### config.mk
export PLATFORM = sky130hd
export DESIGN_NAME = sync_lock_monitor
export DESIGN_NICKNAME = d
export VERILOG_FILES = /design/src/rtl/lock_mon_pkg.sv /design/src/rtl/sync_window.sv /design/src/rtl/axis_fsm.sv /design/src/rtl/sync_lock_monitor.sv
export SDC_FILE = /design/constraint.sdc
export NUM_CORES = 1
export LEC_CHECK = 0
export BUFFER_PORTS_ARGS = -buffer_cell sky130_fd_sc_hd__clkbuf_2
export CORE_MARGIN = 2
export CORE_UTILIZATION = 59
export CTS_BUF_LIST = sky130_fd_sc_hd__clkbuf_16
export CTS_CLUSTER_SIZE = 14
export DETAILED_ROUTE_END_ITERATION = 8
export PLACE_DENSITY_LB_ADDON = 0.08
export SETUP_SLACK_MARGIN = 0.1
export SYNTH_ARGS = -nofsm -noshare
export SYNTH_HDL_FRONTEND = slang
export SYNTH_SLANG_ARGS = --single-unit
### constraint.sdc
create_clock -name clk -period 3.7 [get_ports clk]
set_input_delay 0.37 -clock clk [delete_from_list [all_inputs] [get_ports clk]]
set_output_delay 0.37 -clock clk [all_outputs]
set_load 0.02 [all_outputs]
### src/rtl/lock_mon_pkg.sv
package lock_mon_pkg;
    typedef enum logic {
        ST_ACQUIRE = 1'b0,
        ST_LOCKED  = 1'b1
    } lock_st_e;
endpackage

### src/rtl/sync_window.sv
module sync_window (
    input  logic clk,
    input  logic rst_n,
    input  logic en_i,
    input  logic sync_i,
    input  logic close_i,
    output logic hit_o,
    output logic miss_o
);
    logic seen_q;
    logic seen_now;

    always_ff @(posedge clk) begin
        if (!rst_n)
            seen_q <= 1'b0;
        else if (!en_i || close_i)
            seen_q <= 1'b0;
        else if (sync_i)
            seen_q <= 1'b1;
    end

    always_comb begin
        seen_now = seen_q | sync_i;
        hit_o    = en_i & close_i & seen_now;
        miss_o   = en_i & close_i & ~seen_now;
    end

    // a pulse recorded in the previous cycle with no closure makes the next closure a hit
    p_seen_carries_r1: assert property (@(posedge clk) disable iff (!rst_n)
        (en_i && sync_i && !close_i) |=> (!en_i || !close_i || hit_o));
endmodule

### src/rtl/axis_fsm.sv
module axis_fsm
    import lock_mon_pkg::*;
#(
    parameter int LONG_MISS   = 12,
    parameter int SHORT_MISS  = 1,
    parameter int RELOCK_HITS = 4
) (
    input  logic clk,
    input  logic rst_n,
    input  logic hit_i,
    input  logic miss_i,
    input  logic short_sel_i,
    output logic locked_o,
    output logic loss_o
);
    localparam int MAXC = (LONG_MISS > RELOCK_HITS) ? LONG_MISS : RELOCK_HITS;
    localparam int CW   = $clog2(MAXC + 1);

    lock_st_e       state_q, state_d;
    logic [CW-1:0]  miss_q, miss_d;
    logic [CW-1:0]  good_q, good_d;
    logic [CW-1:0]  limit;
    logic           loss_d;

    assign limit = short_sel_i ? CW'(SHORT_MISS) : CW'(LONG_MISS);

    always_ff @(posedge clk) begin
        if (!rst_n) begin
            state_q <= ST_ACQUIRE;
            miss_q  <= '0;
            good_q  <= '0;
        end else begin
            state_q <= state_d;
            miss_q  <= miss_d;
            good_q  <= good_d;
        end
    end

    always_comb begin
        state_d = state_q;
        miss_d  = miss_q;
        good_d  = good_q;
        loss_d  = 1'b0;
        unique case (state_q)
            ST_LOCKED: begin
                if (hit_i) begin
                    miss_d = '0;
                end else if (miss_i) begin
                    if ((miss_q + CW'(1)) >= limit) begin
                        state_d = ST_ACQUIRE;  // miss-limit transition
                        miss_d  = '0;
                        good_d  = '0;
                        loss_d  = 1'b1;
                    end else begin
                        miss_d = miss_q + CW'(1);
                    end
                end
            end
            ST_ACQUIRE: begin
                if (hit_i) begin
                    if ((good_q + CW'(1)) >= CW'(RELOCK_HITS)) begin
                        state_d = ST_LOCKED;  // relock transition
                        good_d  = '0;
                        miss_d  = '0;
                    end else begin
                        good_d = good_q + CW'(1);
                    end
                end else if (miss_i) begin
                    good_d = '0;
                end
            end
            default: state_d = ST_ACQUIRE;
        endcase
    end

    always_comb begin
        locked_o = (state_q == ST_LOCKED);
        loss_o   = loss_d;
    end

    // short limit drops lock on one miss
    p_short_drop_r3: assert property (@(posedge clk) disable iff (!rst_n)
        (locked_o && miss_i && short_sel_i) |=> !locked_o);
    // a hit keeps a locked axis locked
    p_hit_keeps_r6: assert property (@(posedge clk) disable iff (!rst_n)
        (locked_o && hit_i) |=> locked_o);
    // relock only follows a hit
    p_relock_hit_r7: assert property (@(posedge clk) disable iff (!rst_n)
        $rose(locked_o) |-> $past(hit_i));
    // the miss count never reaches the long limit while locked
    p_miss_bound_r2: assert property (@(posedge clk) disable iff (!rst_n)
        locked_o |-> (miss_q < CW'(LONG_MISS)));
endmodule

### src/rtl/sync_lock_monitor.sv
module sync_lock_monitor
    import lock_mon_pkg::*;
#(
    parameter int H_LONG_MISS = 12,
    parameter int V_LONG_MISS = 3,
    parameter int RELOCK_HITS = 4
) (
    input  logic clk,
    input  logic rst_n,
    input  logic h_sync,
    input  logic h_win_close,
    input  logic v_sync,
    input  logic v_win_close,
    input  logic h_short_sel,
    input  logic v_short_sel,
    output logic h_locked,
    output logic h_acquiring,
    output logic v_locked,
    output logic v_acquiring,
    output logic lock_loss
);
    logic h_hit, h_miss, v_hit, v_miss;
    logic h_lk, v_lk, h_loss, v_loss;
    logic loss_q;

    sync_window u_hwin (
        .clk(clk), .rst_n(rst_n), .en_i(1'b1),
        .sync_i(h_sync), .close_i(h_win_close),
        .hit_o(h_hit), .miss_o(h_miss)
    );

    sync_window u_vwin (
        .clk(clk), .rst_n(rst_n), .en_i(h_lk),
        .sync_i(v_sync), .close_i(v_win_close),
        .hit_o(v_hit), .miss_o(v_miss)
    );

    axis_fsm #(.LONG_MISS(H_LONG_MISS), .SHORT_MISS(1), .RELOCK_HITS(RELOCK_HITS)) u_hfsm (
        .clk(clk), .rst_n(rst_n), .hit_i(h_hit), .miss_i(h_miss),
        .short_sel_i(h_short_sel), .locked_o(h_lk), .loss_o(h_loss)
    );

    axis_fsm #(.LONG_MISS(V_LONG_MISS), .SHORT_MISS(1), .RELOCK_HITS(RELOCK_HITS)) u_vfsm (
        .clk(clk), .rst_n(rst_n), .hit_i(v_hit), .miss_i(v_miss),
        .short_sel_i(v_short_sel), .locked_o(v_lk), .loss_o(v_loss)
    );

    always_ff @(posedge clk) begin
        if (!rst_n) loss_q <= 1'b0;
        else        loss_q <= h_loss | v_loss;
    end

    always_comb begin
        h_locked    = h_lk;
        h_acquiring = ~h_lk;
        v_locked    = v_lk;
        v_acquiring = ~v_lk;
        lock_loss   = loss_q;
    end

    // a loss pulse coincides with an axis leaving lock
    p_loss_match_r8: assert property (@(posedge clk) disable iff (!rst_n)
        lock_loss |-> ($fell(h_locked) || $fell(v_locked)));
    // every lock drop is flagged
    p_drop_flagged_r8: assert property (@(posedge clk) disable iff (!rst_n)
        ($fell(h_locked) || $fell(v_locked)) |-> lock_loss);
    // vertical state frozen while horizontal is acquiring
    p_vert_hold_r9: assert property (@(posedge clk) disable iff (!rst_n)
        !h_locked |=> $stable(v_locked));
    // outputs are complementary
    p_state_onehot_r10: assert property (@(posedge clk) disable iff (!rst_n)
        $onehot({h_locked, h_acquiring}) && $onehot({v_locked, v_acquiring}));
endmodule

## Word level (Yosys, flattened, before mapping)

Index checks and enable logic that the tools add are counted.

- Memory bits (read-only): 0
- Bits in registers: 19
- Bits in writable memories: 0
- Output and inout port bits: 5
- Bits of input ports: 8
- Latch bits: 0
- Logic and storage cells: 100
- Memories kept: 0

- $add $sub $neg: 4
- Equality and inequality tests: 14
- Divide/modulo/power cells: 0
- Shifts and indexed selects: 0
- Multiply operators: 0
- Multiplexer cells: 48
- $lt $le $gt $ge: 4
- Reductions and logical operators: 8
- Bitwise operators: 13

Operators with widths:

| operator | count |
|---|---|
| 2-to-1 mux 4 bit | 12 |
| 2-to-1 mux 3 bit | 11 |
| 2-to-1 mux 1 bit | 18 |
| case mux 4 bit (2 select lines) | 2 |
| case mux 3 bit (2 select lines) | 2 |
| != test 2 x 1 -> 1 bit, second input constant | 5 |
| != test 2 bit, second input constant | 5 |
| != test 3 x 1 -> 1 bit, second input constant | 3 |
| adder 4 x 1 -> 4 bit, second input constant | 2 |
| AND reduction 4 bit | 2 |
| adder 3 x 1 -> 3 bit, second input constant | 2 |
| AND reduction 3 bit | 2 |
| AND 1 bit | 5 |
| NOT 1 bit | 5 |
| greater-or-equal comparator 4 x 3 -> 1 bit, second input constant | 1 |
| greater-or-equal comparator 4 bit | 1 |
| case mux 1 bit (2 select lines) | 2 |
| OR reduction 2 bit | 2 |
| greater-or-equal comparator 3 bit | 1 |
| greater-or-equal comparator 3 bit, second input constant | 1 |
| != test 3 bit, second input constant | 1 |
| OR 1 bit | 3 |
| 2-to-1 mux 2 bit | 1 |
| zero test 1 bit | 1 |
| logical OR 1 bit | 1 |

## Depth between registers and ports, before layout

- Word-level depth: 7
- Depth in mapped cells: 8
- Gate-level depth less buffers: 8

## Cells and area by module

From an unflattened synthesis, not the netlist that was laid out.

- Cell total of the unflattened synthesis: 126
- Area, all modules: 1,103.6 µm²

By module, submodules not included:

| module | instances | area an instance (µm²) | seq. area each (µm²) | cells each |
|---|---|---|---|---|
| axis_fsm (u_hfsm) | 1 | 591.8 | 180.2 | 65 |
| axis_fsm (u_vfsm) | 1 | 362.8 | 140.1 | 42 |
| sync_window | 2 | 55.1 | 20.0 | 7 |
| sync_lock_monitor | 1 | 38.8 | 20.0 | 5 |

## Worst setup path before layout

No wires, ideal clock.

- Path kind: reg-to-reg
- Start: register u_hfsm.miss_q[0]
- End: register u_hfsm.good_q[1]
- Period minus slack after synthesis: 2.026 ns
- Path slack: 1.674 ns
- Data required time: 3.583 ns
- Arrival time: 1.909 ns
- Library setup time: 0.117 ns
- Cell stages (with the launch flop): 9
- Path buffers: 0
- Cells stage by stage: dfxtp_1 > ha_1 > xor2_1 > ha_1 > nand2_1 > o21ai_0 > nand2_1 > a21bo_2 > a32o_1

- Cells in the longest elaborated chain, start to end: 4

Ends and longest elaborated chain:

| element | RTL line | RTL |
|---|---|---|
| from (decl) | axis_fsm.sv:20 | `logic [CW-1:0] miss_q, miss_d;` |
| from (signal assigned) | axis_fsm.sv:34 | `miss_q <= miss_d;` |
| adder 4 x 1 -> 4 bit | axis_fsm.sv:49 | `if ((miss_q + CW'(1)) >= limit) begin` |
| greater-or-equal comparator 4 bit | axis_fsm.sv:49 |  |
| != test 2 bit (no line) | - |  |
| AND reduction 4 bit (no line) | - |  |
| to (signal assigned) | axis_fsm.sv:35 | `good_q <= good_d;` |
| to (decl) | axis_fsm.sv:21 | `logic [CW-1:0] good_q, good_d;` |

No other way between the ends.
A chain may end at the register's enable or synchronous reset.

## Final worst setup path

Ends and elaborated chain as after synthesis.

==> results by group <==
Cells and area
  • Most common library cell in the layout ignoring fill and taps: dfxtp_1
  • Register Area: 380 um2
  • Area of the multi-input gates: 593 um2
  • Non-filler cells in the finished layout: 136
  • Utilization after layout: 74.2%
  • Ratio of cells with drive above 1 in the final layout: 16.7%
  • Antenna Cells: 0
  • Most frequent cells in the layout: dfxtp_1, clkbuf_2, nand2_1, ha_1, o21ai_0
  • Area delta synth->final: 14.1%
  • Nets: 137
  • Fillcell total: 123

STA
  • Normalized max-slew margin: 68.7%
  • FMAX: 0.439 GHz
  • Period utilisation layout: 61.5%
  • Setup TNS Final: 0 ns
  • Worst Skew: 0.000770 ns
  • RSZ-0062 raised after global routing: no
  • Final setup margin: 1.42 ns
  • Setup violators final: 0
  • Pins over their slew limit: 0
  • Worst Max-Slew Pin Slew: 0.464 ns
  • Post-layout min period: 2.28 ns
  • Final-report hold violation count: 0

Job
  • Max Cap Viol: 0

Synthesis
  • Synth Register Bits: 19
  • Avg Cell Area, Syn: 9.45 um2
  • Distinct cell type count after synthesis: 41
  • Post-Syn Area: 1000 um2
  • Syn_nets: 122
  • Sequential element share of the synthesized area: 38.0%
  • YS warnings: 0
  • Mapped Cells: 106

Drt
  • Metal2 WL: 921 um
  • Routed wire length: 1.91 mm
  • Vias/cell: 6.15
  • DRT Pass-1 Iters: 4
  • First-iteration detailed-routing DRC count: 25
  • Met3 wire length: 87 um
  • Antenna Violating Nets Remaining: 0
  • Residual DRC: 0
  • WL per Instance: 14.0 um
  • Total number of vias: 837
  • Highest metal used: met4
  • Met1 WL: 859 um

Outcome
  • Status: finished clean

Power and ir drop
  • Switch share: 19.8%
  • VDD IR-drop max: 287 uV
  • Total Power: 0.448 mW
  • PD cells: 392 nW/um2
  • Part of the power in registers: 46.5%
  • Gate power share: 5.2%
  • Clock Power Share: 48.2%
  • P_sw: 0.0886 mW
  • Int Pwr: 0.360 mW
  • Leakage: 0.485 nW

Placement
  • GPL Wtd Cong: 0.830
  • Inst Count DP: 132
  • Dpl hpwl: 1.44 mm
  • Setup WS pre-CTS: 1.47 ns
  • # port buffers: 12

Worst hold path
  • Hold Crit Depth: 2
  • WHS Endpoint: u_vwin.seen_q
  • HP Class: input pin to flop
  • Worst hold start: v_win_close

Clock network
  • CTS Hold Bufs: 0
  • CTS tree: built
  • Clock Tree Buf Depth: 2
  • Num CTS Buffers: 3
  • Worst-path clk slew: 0.05 ns
  • Sink Count: 19
  • Post-CTS setup buffers: 0
  • CTS resizes: 0
  • Htree depth: 1
  • CTS root buffer: clkbuf_16
  • Clock latency on the worst-skew pair: 0.25 ns

Critical path
  • CP Max Fanout: 5
  • CP Capture Type: flop
  • Worst endpoint data arrival time: 2.42 ns
  • WS Path Type: flop to flop
  • Critical path startpoint category: flop
  • Reg2reg start: u_hfsm.miss_q[0]
  • Reg2Reg Setup Slack: 1.42 ns
  • Critical Path RT: 3.84 ns
  • Reg2reg path depth: 8
  • R2R Path End: u_hfsm.good_q[1]

Die
  • Die Area: 2040 um2
  • Die width: 45.2 um
  • Io pins: 13
  • Core area: 1540 um2
  • Die height: 45.2 um
  • Initial core utilization: 65.0%
  • FP Rows: 14

Global routing
  • Number of global-route vias before repair: 794
  • Grt ovf: 0
  • First-pass GRT wire length: 3.22 mm
  • Number of antenna violations at the first check in global routing: 0
  • GRT Util Overall: 22.2%
  • Largest net degree at the start of global routing: 19
-- synth_stat cells, drive strengths merged --
library cell,n,area (um2)
dfxtp,19,380
nor3,3,15.0
mux2i,1,10.0
nor4,2,12.5
or4,1,7.51
a21bo,2,20.0
xor2,3,26.3
ha,8,100
nand3b,4,30.0
o31a,1,8.76
nand4b,1,8.76
xnor2,1,8.76
o21ai,6,30.0
a21oi,4,20.0
a31oi,1,6.26
a21o,1,7.51
o21a,2,15.0
inv,3,11.3
nand3,1,5.00
nor3b,2,15.0
a41oi,1,16.3
nor4b,1,8.76
a22oi,1,7.51
a32o,1,10.0
a21boi,4,33.8
and3,3,20.0
and2,4,25.0
nor2,4,15.0
o22ai,1,6.26
nor2b,5,31.3
nand4,1,6.26
nand2,8,30.0
a211oi,1,7.51
clkbuf,2,17.5
mux2,1,11.3
a22o,2,17.5
-- registers in the layout, indices dropped and copies added (netlist names) --
signal / cells
lock_loss: 1
u_hfsm.locked_o: 1
u_hwin.seen_q: 1
u_vfsm.miss_q: 3
u_hfsm.good_q: 4
u_vfsm.locked_o: 1
u_vwin.seen_q: 1
u_vfsm.good_q: 3
u_hfsm.miss_q: 4
-- worst max-delay path: stages, from the launching register on --
cell	delay, ns
dfxtp_1	0.35
ha_1	0.25
xor2_1	0.16
ha_1	0.28
nand2_1	0.05
o21ai_0	0.40
nand2_1	0.15
a21bo_2	0.28
a32o_1	0.25
-- cell families after synthesis --
kind of cell | synth area share, %
xor+xnor | 3.50
fa+ha+maj | 9.99
buf+inv | 2.87
mux | 2.12
flops | 38.0
simple gates | 23.0
compound gates | 20.6
-- layer usage --
metal / global-route usage (%) / up-vias
li1: - / 420
met1: 25.2 / 389
met2: 38.6 / 23
met3: 4.80 / 5
met4: 11.8 / 0
met5: 0 / -
-- final cells by class --
class                   instances  area share (%)
multi-input cells              82            51.9
flip-flops and latches         19            33.3
clock buffers                   3            6.56
clock inverters                 1           0.328
well taps                      16            1.75
repair buffers                 12            5.25
inverters                       3           0.985
-- power by group through the flow --
stage	Combinational, mW	Clock [mW]	Sequential [mW]
after floorplan	0.0134	0	0.212
after global placement	0.0220	0	0.213
after detailed placement	0.0232	0	0.213
after CTS	0.0234	0.222	0.209
after global routing	0.0264	0.227	0.209
final	0.0235	0.216	0.209
-- worst max-delay path by stage --
| stage | start | endpoint | slack [ns] | cells after the start |
|---|---|---|---|---|
| floorplan | u_hfsm.miss_q[0] | u_hfsm.good_q[1] | 1.67 | 8 |
| global placement | u_hfsm.miss_q[0] | u_hfsm.good_q[1] | 1.53 | 8 |
| detailed placement | u_hfsm.miss_q[0] | u_hfsm.good_q[1] | 1.47 | 8 |
| CTS | u_hfsm.miss_q[0] | u_hfsm.good_q[1] | 1.44 | 8 |
| global route | u_hfsm.miss_q[0] | u_hfsm.good_q[1] | 1.27 | 8 |
| finish | u_hfsm.miss_q[0] | u_hfsm.good_q[1] | 1.42 | 8 |
-- per-stage QoR --
stage	hold WS, ns	cell area, um2
6_report	0.341	1140
5_1_grt	0.351	1140
4_1_cts	0.334	1140
3_5_place_dp	0.463	1060
3_3_place_gp	0.465	1060
2_1_floorplan	0.446	1000
Note: power is estimated with default switching activity, not from simulation.
